===== src/rtl/cab_pkg.sv =====
package cab_pkg;
  localparam int DATA_W  = 32;
  localparam int LANES   = DATA_W / 8;
  localparam int LANE_W  = $clog2(LANES);
  localparam int FIELD_W = 8;
  localparam int LEN_W   = LANE_W + 1;
  localparam int LIM_W   = FIELD_W + 1;
  localparam int EN_BIT  = DATA_W - 1;
  localparam int BUS_LO  = 2 * FIELD_W;
  localparam int DEV_LO  = FIELD_W;
  localparam int FN_W    = 3;

  typedef enum logic [1:0] {
    ST_IDLE = 2'd0,
    ST_DSREQ = 2'd1,
    ST_DSWAIT = 2'd2,
    ST_RESP = 2'd3
  } cab_state_e;

  typedef struct packed {
    logic               write;
    logic [FIELD_W-1:0] off;
    logic [LEN_W-1:0]   len;
    logic [LANES-1:0]   be;
    logic [DATA_W-1:0]  wdata;
  } cab_txn_t;
endpackage


===== src/rtl/cab_addr_reg.sv =====
module cab_addr_reg
  import cab_pkg::*;
(
  input  logic               clk,
  input  logic               rst_n,
  input  logic               wr_en,
  input  logic [DATA_W-1:0]  wr_data,
  output logic [DATA_W-1:0]  q,
  output logic               armed,
  output logic [FIELD_W-1:0] bus,
  output logic [FIELD_W-1:0] devfn,
  output logic [FIELD_W-1:0] reg_off
);
  logic [DATA_W-1:0] sel_q;

  always_ff @(posedge clk) begin
    if (!rst_n) begin
      sel_q <= '0;
    end else if (wr_en) begin
      sel_q <= wr_data;
    end
  end

  assign q       = sel_q;
  assign armed   = sel_q[EN_BIT];
  assign bus     = sel_q[BUS_LO +: FIELD_W];
  assign devfn   = sel_q[DEV_LO +: FIELD_W];
  assign reg_off = sel_q[0 +: FIELD_W];
endmodule


===== src/rtl/cab_decode.sv =====
module cab_decode
  import cab_pkg::*;
#(
  parameter int CFG_LIMIT = 256
) (
  input  logic               armed,
  input  logic [FIELD_W-1:0] devfn,
  input  logic [FIELD_W-1:0] reg_off,
  input  logic [LANE_W-1:0]  host_addr,
  input  logic [2:0]         host_size,
  input  logic               present,
  input  logic               hotadded,
  input  logic               fn0_present,
  output logic [FIELD_W-1:0] eff_off,
  output logic [LEN_W-1:0]   len,
  output logic [LANES-1:0]   be,
  output logic               go
);
  localparam logic [LIM_W-1:0] LIMIT_V = LIM_W'(CFG_LIMIT);

  logic [LEN_W-1:0] size_n;
  logic [LIM_W-1:0] off_ext;
  logic [LIM_W-1:0] remain;
  logic             in_range;
  logic             hidden;
  logic [LEN_W:0]   lane_end;

  assign eff_off = reg_off | {{(FIELD_W-LANE_W){1'b0}}, host_addr};
  assign off_ext = {1'b0, eff_off};
  assign in_range = off_ext < LIMIT_V;
  assign remain = in_range ? (LIMIT_V - off_ext) : '0;

  always_comb begin
    case (host_size)
      3'd1:    size_n = LEN_W'(1);
      3'd2:    size_n = LEN_W'(2);
      default: size_n = LEN_W'(LANES);
    endcase
  end

  always_comb begin
    if (remain < {{(LIM_W-LEN_W){1'b0}}, size_n}) begin
      len = remain[LEN_W-1:0];
    end else begin
      len = size_n;
    end
  end

  assign hidden = (devfn[FN_W-1:0] != '0) && hotadded && !fn0_present;
  assign go = armed && in_range && present && !hidden;

  assign lane_end = {1'b0, {(LEN_W-LANE_W){1'b0}}, eff_off[LANE_W-1:0]} + {1'b0, len};

  for (genvar gi = 0; gi < LANES; gi++) begin : g_be
    localparam logic [LEN_W:0] IDX = (LEN_W+1)'(gi);
    assign be[gi] = (IDX >= {{(LEN_W+1-LANE_W){1'b0}}, eff_off[LANE_W-1:0]}) && (IDX < lane_end);
  end
endmodule


===== src/rtl/cab_lane.sv =====
module cab_lane
  import cab_pkg::*;
(
  input  logic [LANE_W-1:0] wr_start,
  input  logic [LANES-1:0]  wr_be,
  input  logic [DATA_W-1:0] wr_data,
  output logic [DATA_W-1:0] wr_lanes,
  input  logic [LANE_W-1:0] rd_start,
  input  logic [LEN_W-1:0]  rd_len,
  input  logic [DATA_W-1:0] rd_lanes,
  output logic [DATA_W-1:0] rd_data
);
  for (genvar gi = 0; gi < LANES; gi++) begin : g_wr
    logic [LANE_W-1:0] src;
    assign src = LANE_W'(gi) - wr_start;
    assign wr_lanes[8*gi +: 8] = wr_be[gi] ? wr_data[8*src +: 8] : 8'h00;
  end

  for (genvar gj = 0; gj < LANES; gj++) begin : g_rd
    logic [LANE_W:0] src;
    logic            keep;
    assign src  = (LANE_W+1)'(gj) + {1'b0, rd_start};
    assign keep = (LEN_W'(gj) < rd_len) && (src < (LANE_W+1)'(LANES));
    assign rd_data[8*gj +: 8] = keep ? rd_lanes[8*src[LANE_W-1:0] +: 8] : 8'h00;
  end
endmodule


===== src/rtl/cfg_access_bridge.sv =====
module cfg_access_bridge
  import cab_pkg::*;
#(
  parameter int CFG_LIMIT = 256
) (
  input  logic        clk,
  input  logic        rst_n,
  input  logic        h_req_valid,
  output logic        h_req_ready,
  input  logic        h_req_sel,
  input  logic        h_req_write,
  input  logic [1:0]  h_req_addr,
  input  logic [2:0]  h_req_size,
  input  logic [31:0] h_req_wdata,
  output logic        h_rsp_valid,
  input  logic        h_rsp_ready,
  output logic [31:0] h_rsp_data,
  output logic        c_req_valid,
  input  logic        c_req_ready,
  output logic        c_req_write,
  output logic [7:0]  c_req_bus,
  output logic [7:0]  c_req_devfn,
  output logic [7:0]  c_req_off,
  output logic [2:0]  c_req_len,
  output logic [3:0]  c_req_be,
  output logic [31:0] c_req_wdata,
  input  logic        c_cpl_valid,
  input  logic [31:0] c_cpl_data,
  input  logic        c_dev_present,
  input  logic        c_dev_hotadded,
  input  logic        c_fn0_present
);
  cab_state_e st_q;
  cab_txn_t   txn_q;
  logic [DATA_W-1:0] rsp_q;

  logic [DATA_W-1:0]  cfg_q;
  logic               cfg_armed;
  logic [FIELD_W-1:0] cfg_bus, cfg_devfn, cfg_off;
  logic               accept;
  logic               sel_wr_ok;

  logic [FIELD_W-1:0] dec_off;
  logic [LEN_W-1:0]   dec_len;
  logic [LANES-1:0]   dec_be;
  logic               dec_go;
  logic [DATA_W-1:0]  lane_wdata;
  logic [DATA_W-1:0]  aligned_rd;

  assign accept    = (st_q == ST_IDLE) && h_req_valid;
  assign sel_wr_ok = accept && !h_req_sel && h_req_write &&
                     (h_req_size == 3'd4) && (h_req_addr == 2'd0);

  cab_addr_reg u_sel (
    .clk     (clk),
    .rst_n   (rst_n),
    .wr_en   (sel_wr_ok),
    .wr_data (h_req_wdata),
    .q       (cfg_q),
    .armed   (cfg_armed),
    .bus     (cfg_bus),
    .devfn   (cfg_devfn),
    .reg_off (cfg_off)
  );

  cab_decode #(.CFG_LIMIT(CFG_LIMIT)) u_dec (
    .armed       (cfg_armed),
    .devfn       (cfg_devfn),
    .reg_off     (cfg_off),
    .host_addr   (h_req_addr),
    .host_size   (h_req_size),
    .present     (c_dev_present),
    .hotadded    (c_dev_hotadded),
    .fn0_present (c_fn0_present),
    .eff_off     (dec_off),
    .len         (dec_len),
    .be          (dec_be),
    .go          (dec_go)
  );

  cab_lane u_lane (
    .wr_start (dec_off[LANE_W-1:0]),
    .wr_be    (dec_be),
    .wr_data  (h_req_wdata),
    .wr_lanes (lane_wdata),
    .rd_start (txn_q.off[LANE_W-1:0]),
    .rd_len   (txn_q.len),
    .rd_lanes (c_cpl_data),
    .rd_data  (aligned_rd)
  );

  always_ff @(posedge clk) begin
    if (!rst_n) begin
      st_q  <= ST_IDLE;
      txn_q <= '0;
      rsp_q <= '0;
    end else begin
      case (st_q)
        ST_IDLE: begin
          if (h_req_valid) begin
            if (!h_req_sel) begin
              rsp_q <= h_req_write ? '0 : cfg_q;
              st_q  <= ST_RESP;
            end else if (dec_go) begin
              txn_q.write <= h_req_write;
              txn_q.off   <= dec_off;
              txn_q.len   <= dec_len;
              txn_q.be    <= dec_be;
              txn_q.wdata <= h_req_write ? lane_wdata : '0;
              st_q        <= ST_DSREQ;
            end else begin
              rsp_q <= h_req_write ? '0 : '1;
              st_q  <= ST_RESP;
            end
          end
        end
        ST_DSREQ: begin
          if (c_req_ready) begin
            st_q <= ST_DSWAIT;
          end
        end
        ST_DSWAIT: begin
          if (c_cpl_valid) begin
            rsp_q <= txn_q.write ? '0 : aligned_rd;
            st_q  <= ST_RESP;
          end
        end
        default: begin
          if (h_rsp_ready) begin
            st_q <= ST_IDLE;
          end
        end
      endcase
    end
  end

  assign h_req_ready = (st_q == ST_IDLE);
  assign h_rsp_valid = (st_q == ST_RESP);
  assign h_rsp_data  = rsp_q;
  assign c_req_valid = (st_q == ST_DSREQ);
  assign c_req_write = txn_q.write;
  assign c_req_bus   = cfg_bus;
  assign c_req_devfn = cfg_devfn;
  assign c_req_off   = txn_q.off;
  assign c_req_len   = txn_q.len;
  assign c_req_be    = txn_q.be;
  assign c_req_wdata = txn_q.wdata;
endmodule


===== config.mk =====
export PLATFORM = sky130hd
export DESIGN_NAME = cfg_access_bridge
export DESIGN_NICKNAME = d
export VERILOG_FILES = /design/src/rtl/cab_pkg.sv /design/src/rtl/cab_addr_reg.sv /design/src/rtl/cab_decode.sv /design/src/rtl/cab_lane.sv /design/src/rtl/cfg_access_bridge.sv
export SDC_FILE = /design/constraint.sdc
export NUM_CORES = 1
export LEC_CHECK = 0
export CAP_MARGIN = 20
export CORE_ASPECT_RATIO = 1.5
export CORE_MARGIN = 1
export CORE_UTILIZATION = 43
export DETAILED_ROUTE_END_ITERATION = 8
export GPL_TIMING_DRIVEN = 0
export PLACE_DENSITY = 0.77
export SLEW_MARGIN = 0
export SYNTH_ARGS = -nofsm -noshare
export SYNTH_HDL_FRONTEND = slang
export SYNTH_HIERARCHICAL = 1
export SYNTH_SLANG_ARGS = --single-unit
export TNS_END_PERCENT = 5

===== constraint.sdc =====
create_clock -name clk -period 5.6 [get_ports clk]
set_clock_uncertainty 0.05 [all_clocks]
set_input_delay 0.56 -clock clk [delete_from_list [all_inputs] [get_ports clk]]
set_output_delay 0.56 -clock clk [all_outputs]
set_load 0.01 [all_outputs]

==> results.yml, run 1 <==
status:
  status: "completed"
die:
  io_pins: 179
  coreArea_um2: 17000
  fp.dieArea_um2: 18100
  initial_core_util: 0.444
  num_rows: 58
  die_w_um: 110
  die_h_um: 164
setup_path:
  worstSetupPathType: "input port to flop"
  crit_required_ns: 5.88
  setup.worst_path.end_class: "flop"
  critical_path.max_stage_delay_ns: 0.63
  cp_max_fo: 9
  critPathMostFrequentCell: "ha_1"
  rr_worst_depth: 20
  rr_endpoint: "c_req_wdata[9]$_SDFFE_PN0P_"
  start_kind: "input port"
  cp_top_family: "compound AO/OA/AOI/OAI gates"
  path_buf_inv: 3
  critPathSlowestCell: "a21oi_1"
  r2r_slack_ns: 0.73
  cp_data_arrival_time_ns: 5.40
  worstReg2RegStart: "u_sel/q[0]$_SDFFE_PN0P_"
  cp_cell_sequence: "clkdlybuf4s50_1 > or2_2 > inv_1 > ha_1 > xnor2_1 > ha_1 > o21ai_0 > a21oi_1 > a2111oi_4 > mux2_2 > ha_1 > inv_1 > fa_1 > a211oi_1 > mux2i_1 > mux2i_1 > a21oi_1 > and2_1 > nand3_1 > a21boi_1"
layout:
  n_fill_cell: 1520
  drive_gt1_frac: 0.171
  syn_to_final_growth_pct: 35.3
  final_area_um2: 10200
  multi_input_area_um2: 4520
  n_antenna_cell: 0
  post-route-util: 0.600
  nNetsFinal: 1055
  regArea_um2: 2280
sta:
  report.final.slew_viol_count: 0
  fmax_mhz: 195
  worst_pin_slew_ns: 0.712
  whs_ns: 0.399
  hold_viol: 0
  finalWorstSetupSlack_ns: 0.482
  setup_viol: 0
  fin_crit_sh: 0.914
  relSlewSlack: 0.525
  grt_setup_unrepaired: "no"
  tns_ns: 0
  period_minus_slack_ns: 5.12
synthesis:
  ys_seq_area_frac: 0.303
  synth_xor_area_frac: 0.00232
  ys_warn_count: 6
  synth_edf_count: 0
  yosysTopAreaCell: "dfxtp_1"
  ys_types: 46
  synth_nets: 860
  async_flop_share: 0
  synth_ff_type: "dfxtp_1"
  synthesis.area_um2: 7540
  synth_fa_ha_area_frac: 0.0259
  synth_area_leaders: "dfxtp_1 (30%), mux4_2 (16%), mux2i_1 (5.7%)"
  synth_top_family_by_area: "multiplexers"
  yosys-top-cells-count: "dfxtp_1 (114), nand2_1 (71), nand3_1 (64)"
  synthSimpleGateAreaFrac: 0.198
  synth.area.mux_share: 0.227
  yosysMostFrequentCell: "dfxtp_1"
  syn_inst: 765
  synth.avg_cell_area_um2: 9.85
  synth_seq_cells: 114
  synth_top_cell_area_share: 0.303
  synth_compound_area_frac: 0.146
route:
  drt_iter0_drc: 375
  drc: 0
  wl_per_cell_um: 20.1
  vias_per_cell: 5.66
  drtAntennaViolNets: 0
  routed_wl_mm: 23.8
  num_vias: 6690
  dr.pass1.iters: 4
placed_design:
  post-place-ws_ns: 0.181
  gp_congestion: 0.940
  dp_hpwl_mm: 18.7
  port_buffers: 176
  place_area_um2: 9560
clock_tree:
  cts_buffers: 17
  cts_buffer_depth: 2
  ctsHtreeMaxLevel: 4
  cts_hold_buf: 0
  cts_tree: "done"
  postCtsSetupRepairBufs: 0
  clk_latency_ns: 0.41
  path_clk_slew_ns: 0.06
  cts_root_buffer: "clkbuf_16"
  cts.repair.resized: 0
  clkSinkCount: 114
min_path:
  hold_path_class: "flop to flop"
  hold_depth: 2
  whs_endpoint: "c_req_wdata[21]$_SDFFE_PN0P_"
  min-delay-start: "c_req_wdata[21]$_SDFFE_PN0P_"
global_route:
  grt_pass1_wl_mm: 35.6
  track_usage: 0.267
  overflow: 0
  antenna_found_initial: 0
  grt_max_degree: 17
  grt_pass1_vias: 6540
pwr:
  ir_drop_v: 0.000253
  p_leak_nw: 3.91
  p_per_area_nw_per_um2: 325
job:
  maxCapViolCount: 0
## sequential cells by signal, summed over array words and instances (netlist names)
signal	count
u_sel/q	32
c_req_write	1
c_req_wdata	32
c_req_off	8
c_req_len	3
c_req_be	4
st_q	2
h_rsp_data	32
## cells by family after synthesis
logic type      Yosys count
simple gates            293
compound gates          130
flops                   114
buf+inv                 111
mux                     100
fa+ha+maj                15
xor+xnor                  2
## worst register-to-register path, delay by kind of cell (launching register included)
kind	cells	cell delay, ns
AOI/OAI and AO/OA	6	1.57
xor gates and xnor gates	1	0.21
adders and majority gates	4	0.94
buffers and inverters	3	0.29
DFF	1	0.33
muxes	3	0.70
and+or+nand+nor	3	0.70
## how the worst max path moves through the flow
stage,end,start,cells past startpoint,slack (ns)
2_1_floorplan,c_req_wdata[1]$_SDFFE_PN0P_,h_req_addr[0],19,1.34
3_3_place_gp,c_req_wdata[13]$_SDFFE_PN0P_,h_req_addr[0],20,0.20
3_5_place_dp,c_req_wdata[14]$_SDFFE_PN0P_,h_req_addr[0],20,0.18
4_1_cts,c_req_wdata[9]$_SDFFE_PN0P_,h_req_addr[0],20,0.52
5_1_grt,c_req_wdata[9]$_SDFFE_PN0P_,h_req_addr[0],20,0.27
6_report,c_req_wdata[9]$_SDFFE_PN0P_,h_req_addr[0],20,0.48
## through the flow
step | std cells | power, mW
after floorplan | 765 | 1.66
after global placement | 1151 | 2.13
after detailed placement | 1151 | 2.14
after CTS | 1183 | 3.32
after global routing | 1183 | 3.44
final | 1183 | 3.32
## report_power, final
part / switching (mW) / internal, mW / leakage [nW] / total, mW
Sequential: 0.0687 / 0.925 / 0.925 / 0.994
Clock: 0.426 / 0.751 / 0.298 / 1.18
Combinational: 0.568 / 0.577 / 2.68 / 1.15
## routing by layer
metal  share of wire  vias to the layer above  GRT usage
met5               0                        -          0
met4           0.048                        0      0.145
met3           0.052                       66     0.0413
met2            0.51                      296      0.472
met1            0.39                     3196      0.302
li1                -                     3132          -
## layout make-up
cell class,instances,area share
Inverter,11,0.00405
Sequential cell,114,0.224
Clock buffer,18,0.0421
Multi-Input combinational cell,540,0.444
Tap cell,210,0.0258
Clock inverter,14,0.0200
Timing Repair Buffer,176,0.173
Buffer,100,0.0678
## cell usage in the layout, fill, tap and decap left out, types with 6 or more instances in the layout
master and instances:
a21boi_1 48, a21oi_1 6, a2bb2oi_1 31, and2_1 49, and3_1 8, buf_2 20
buf_4 36, buf_6 12, clkbuf_1 29, clkbuf_16 17, clkdlybuf4s50_1 176, dfxtp_1 114
ha_1 14, inv_1 11, mux2i_1 43, mux4_2 54, nand2_1 71, nand3_1 64
nor2_1 37, nor2b_1 35, nor3_1 12, o211a_1 31
(Power assumes the default switching activity.)
==> run 2, diff against run 1 <==
Settings changed: CORE_ASPECT_RATIO 1.5 to unset, CTS_BUF_LIST set to sky130_fd_sc_hd__clkbuf_16, TNS_END_PERCENT 5 to unset.
==> run 2 against run 1 <==
  * First-iteration DRC count up 22%
  * Clock power down 19%
  * Register-to-register slack about the same
  * Setup slack better by 0.061 ns
  * Sequential power about the same
  * Via count up 0.97%
  * Global-route usage about the same
  * Fmax up 1.2%
  * Worst hold slack worse by 0.0019 ns
  * Routed wire length up 0.41%
  * Highest routed layer is now met5
==> results.yml, run 2 (same netlist as run 1, synthesis figures left out) <==
status:
  status: "completed"
global_route:
  track_usage: 0.266
  grt_pass1_wl_mm: 36.1
  grt_max_degree: 17
  antenna_found_initial: 1
  grt_pass1_vias: 6385
  overflow: 0
setup_path:
  setup.worst_path.end_class: "flop"
  start_kind: "input port"
  critical_path.max_stage_delay_ns: 0.49
  r2r_slack_ns: 0.73
  cp_cell_sequence: "clkdlybuf4s50_1 > or2_2 > inv_1 > ha_1 > xnor2_1 > ha_1 > o21ai_0 > a21oi_1 > a2111oi_4 > mux2_2 > ha_1 > inv_1 > fa_1 > a211oi_1 > mux2i_1 > mux2i_1 > a31oi_1 > and2_1 > nand3_1 > a21boi_1"
  rr_worst_depth: 20
  critPathSlowestCell: "a2111oi_4"
  rr_endpoint: "c_req_wdata[7]$_SDFFE_PN0P_"
  cp_data_arrival_time_ns: 5.31
  worstSetupPathType: "input port to flop"
  worstReg2RegStart: "u_sel/q[0]$_SDFFE_PN0P_"
  critPathMostFrequentCell: "ha_1"
  cp_max_fo: 9
  crit_required_ns: 5.86
min_path:
  min-delay-start: "c_req_wdata[26]$_SDFFE_PN0P_"
  hold_path_class: "flop to flop"
  hold_depth: 2
  whs_endpoint: "c_req_wdata[26]$_SDFFE_PN0P_"
clock_tree:
  cts.repair.resized: 0
  clkSinkCount: 114
  ctsHtreeMaxLevel: 4
  clk_latency_ns: 0.43
  cts_hold_buf: 0
  cts_buffers: 17
  path_clk_slew_ns: 0.05
  cts_buffer_depth: 2
  postCtsSetupRepairBufs: 0
  cts_tree: "done"
  cts_root_buffer: "clkbuf_16"
job:
  maxCapViolCount: 0
sta:
  tns_ns: 0
  finalWorstSetupSlack_ns: 0.543
  setup_viol: 0
  grt_setup_unrepaired: "no"
  whs_ns: 0.397
  relSlewSlack: 0.504
  fmax_mhz: 198
  worst_pin_slew_ns: 0.740
  hold_viol: 0
  fin_crit_sh: 0.903
  period_minus_slack_ns: 5.06
  report.final.slew_viol_count: 0
layout:
  regArea_um2: 2280
  final_cell_mix: "clkdlybuf4s50_1 (176), dfxtp_1 (114), nand2_1 (71), nand3_1 (64), mux4_2 (54)"
  final_cells: 1195
  n_antenna_cell: 0
  drive_gt1_frac: 0.164
  syn_to_final_growth_pct: 33.8
  n_fill_cell: 1528
  final_common_cell: "clkdlybuf4s50_1"
  post-route-util: 0.587
  multi_input_area_um2: 4520
  nNetsFinal: 1055
pwr:
  pwr-share-clk: 0.308
  ir_drop_v: 0.000218
  pwr-share-comb: 0.369
  switching_share: 0.326
  p_sw_mw: 1.01
  p_leak_nw: 3.87
  pwr-share-seq: 0.323
  p_per_area_nw_per_um2: 307
  p_int_mw: 2.09
die:
  coreArea_um2: 17200
  die_h_um: 134
  io_pins: 179
  num_rows: 48
  die_w_um: 134
  initial_core_util: 0.439
  fp.dieArea_um2: 18100
placed_design:
  post-place-cells: 1166
  post-place-ws_ns: 0.138
  dp_hpwl_mm: 18.5
  port_buffers: 176
  gp_congestion: 0.914
route:
  routed_wl_mm: 23.9
  drtAntennaViolNets: 0
  drc: 0
  num_vias: 6755
  dr.pass1.iters: 5
  wl_per_cell_um: 20.0
  vias_per_cell: 5.65
  drt_iter0_drc: 457
run 2: changes by cell type in the layout (fill, tap and decap cells not counted), sizes merged:
cell,previous run,this run
bufinv,4,1
clkinv,4,9
inv,14,13
clkbuf,46,45
clkinvlp,3,0
run 2: worst max-delay path, delay by kind of cell:
kind / cells / cell delay (ns)
AO/OA/AOI/OAI: 6 / 1.37
XOR/XNOR: 1 / 0.22
adder cells (fa/ha/maj): 4 / 1.05
buffers and inverters: 3 / 0.61
multiplexers: 3 / 0.75
AND/OR/NAND/NOR: 3 / 0.75
run 2: layout make-up:
cell class / instances / share of cell area
tap: 225 / 0.0279
timing repair buffer: 176 / 0.175
buffer: 100 / 0.0685
clock inverter: 12 / 0.00782
clock buffer: 17 / 0.0422
sequential: 114 / 0.226
multi-input combinational: 540 / 0.448
inverter: 11 / 0.00409
run 2: worst max path at each step:
stage / start / endpoint / slack (ns) / cells past startpoint
2_1_floorplan: h_req_addr[0] / c_req_wdata[1]$_SDFFE_PN0P_ / 1.34 / 19
3_3_place_gp: h_req_addr[0] / c_req_wdata[2]$_SDFFE_PN0P_ / 0.22 / 20
3_5_place_dp: h_req_addr[0] / c_req_wdata[3]$_SDFFE_PN0P_ / 0.14 / 20
4_1_cts: h_req_addr[0] / c_req_wdata[7]$_SDFFE_PN0P_ / 0.58 / 20
5_1_grt: h_req_addr[0] / c_req_wdata[4]$_SDFFE_PN0P_ / 0.23 / 20
6_report: h_req_addr[0] / c_req_wdata[7]$_SDFFE_PN0P_ / 0.54 / 20
run 2: through the flow:
| stage | cell area [um2] | power [mW] |
|---|---|---|
| after global placement | 9580 | 2.12 |
| after floorplan | 7540 | 1.66 |
| after detailed placement | 9580 | 2.14 |
| final | 10100 | 3.10 |
| after global routing | 10100 | 3.23 |
| after CTS | 10100 | 3.09 |
run 2: power by group through the flow:
stage	Sequential, mW	Combinational, mW	Clock [mW]
floorplan	1.05	0.611	0
global placement	1.01	1.11	0
detailed placement	1.01	1.12	0
CTS	1.00	1.13	0.957
global route	1.01	1.22	0.998
finish	1.00	1.14	0.955
run 2: routing by layer:
layer  routed length [um]  track usage  part of all wire
met2                10800        0.408              0.45
met3                 2050       0.0729             0.086
met5                    8            0           0.00033
met1                10400        0.358              0.43
met4                  685       0.0999             0.029
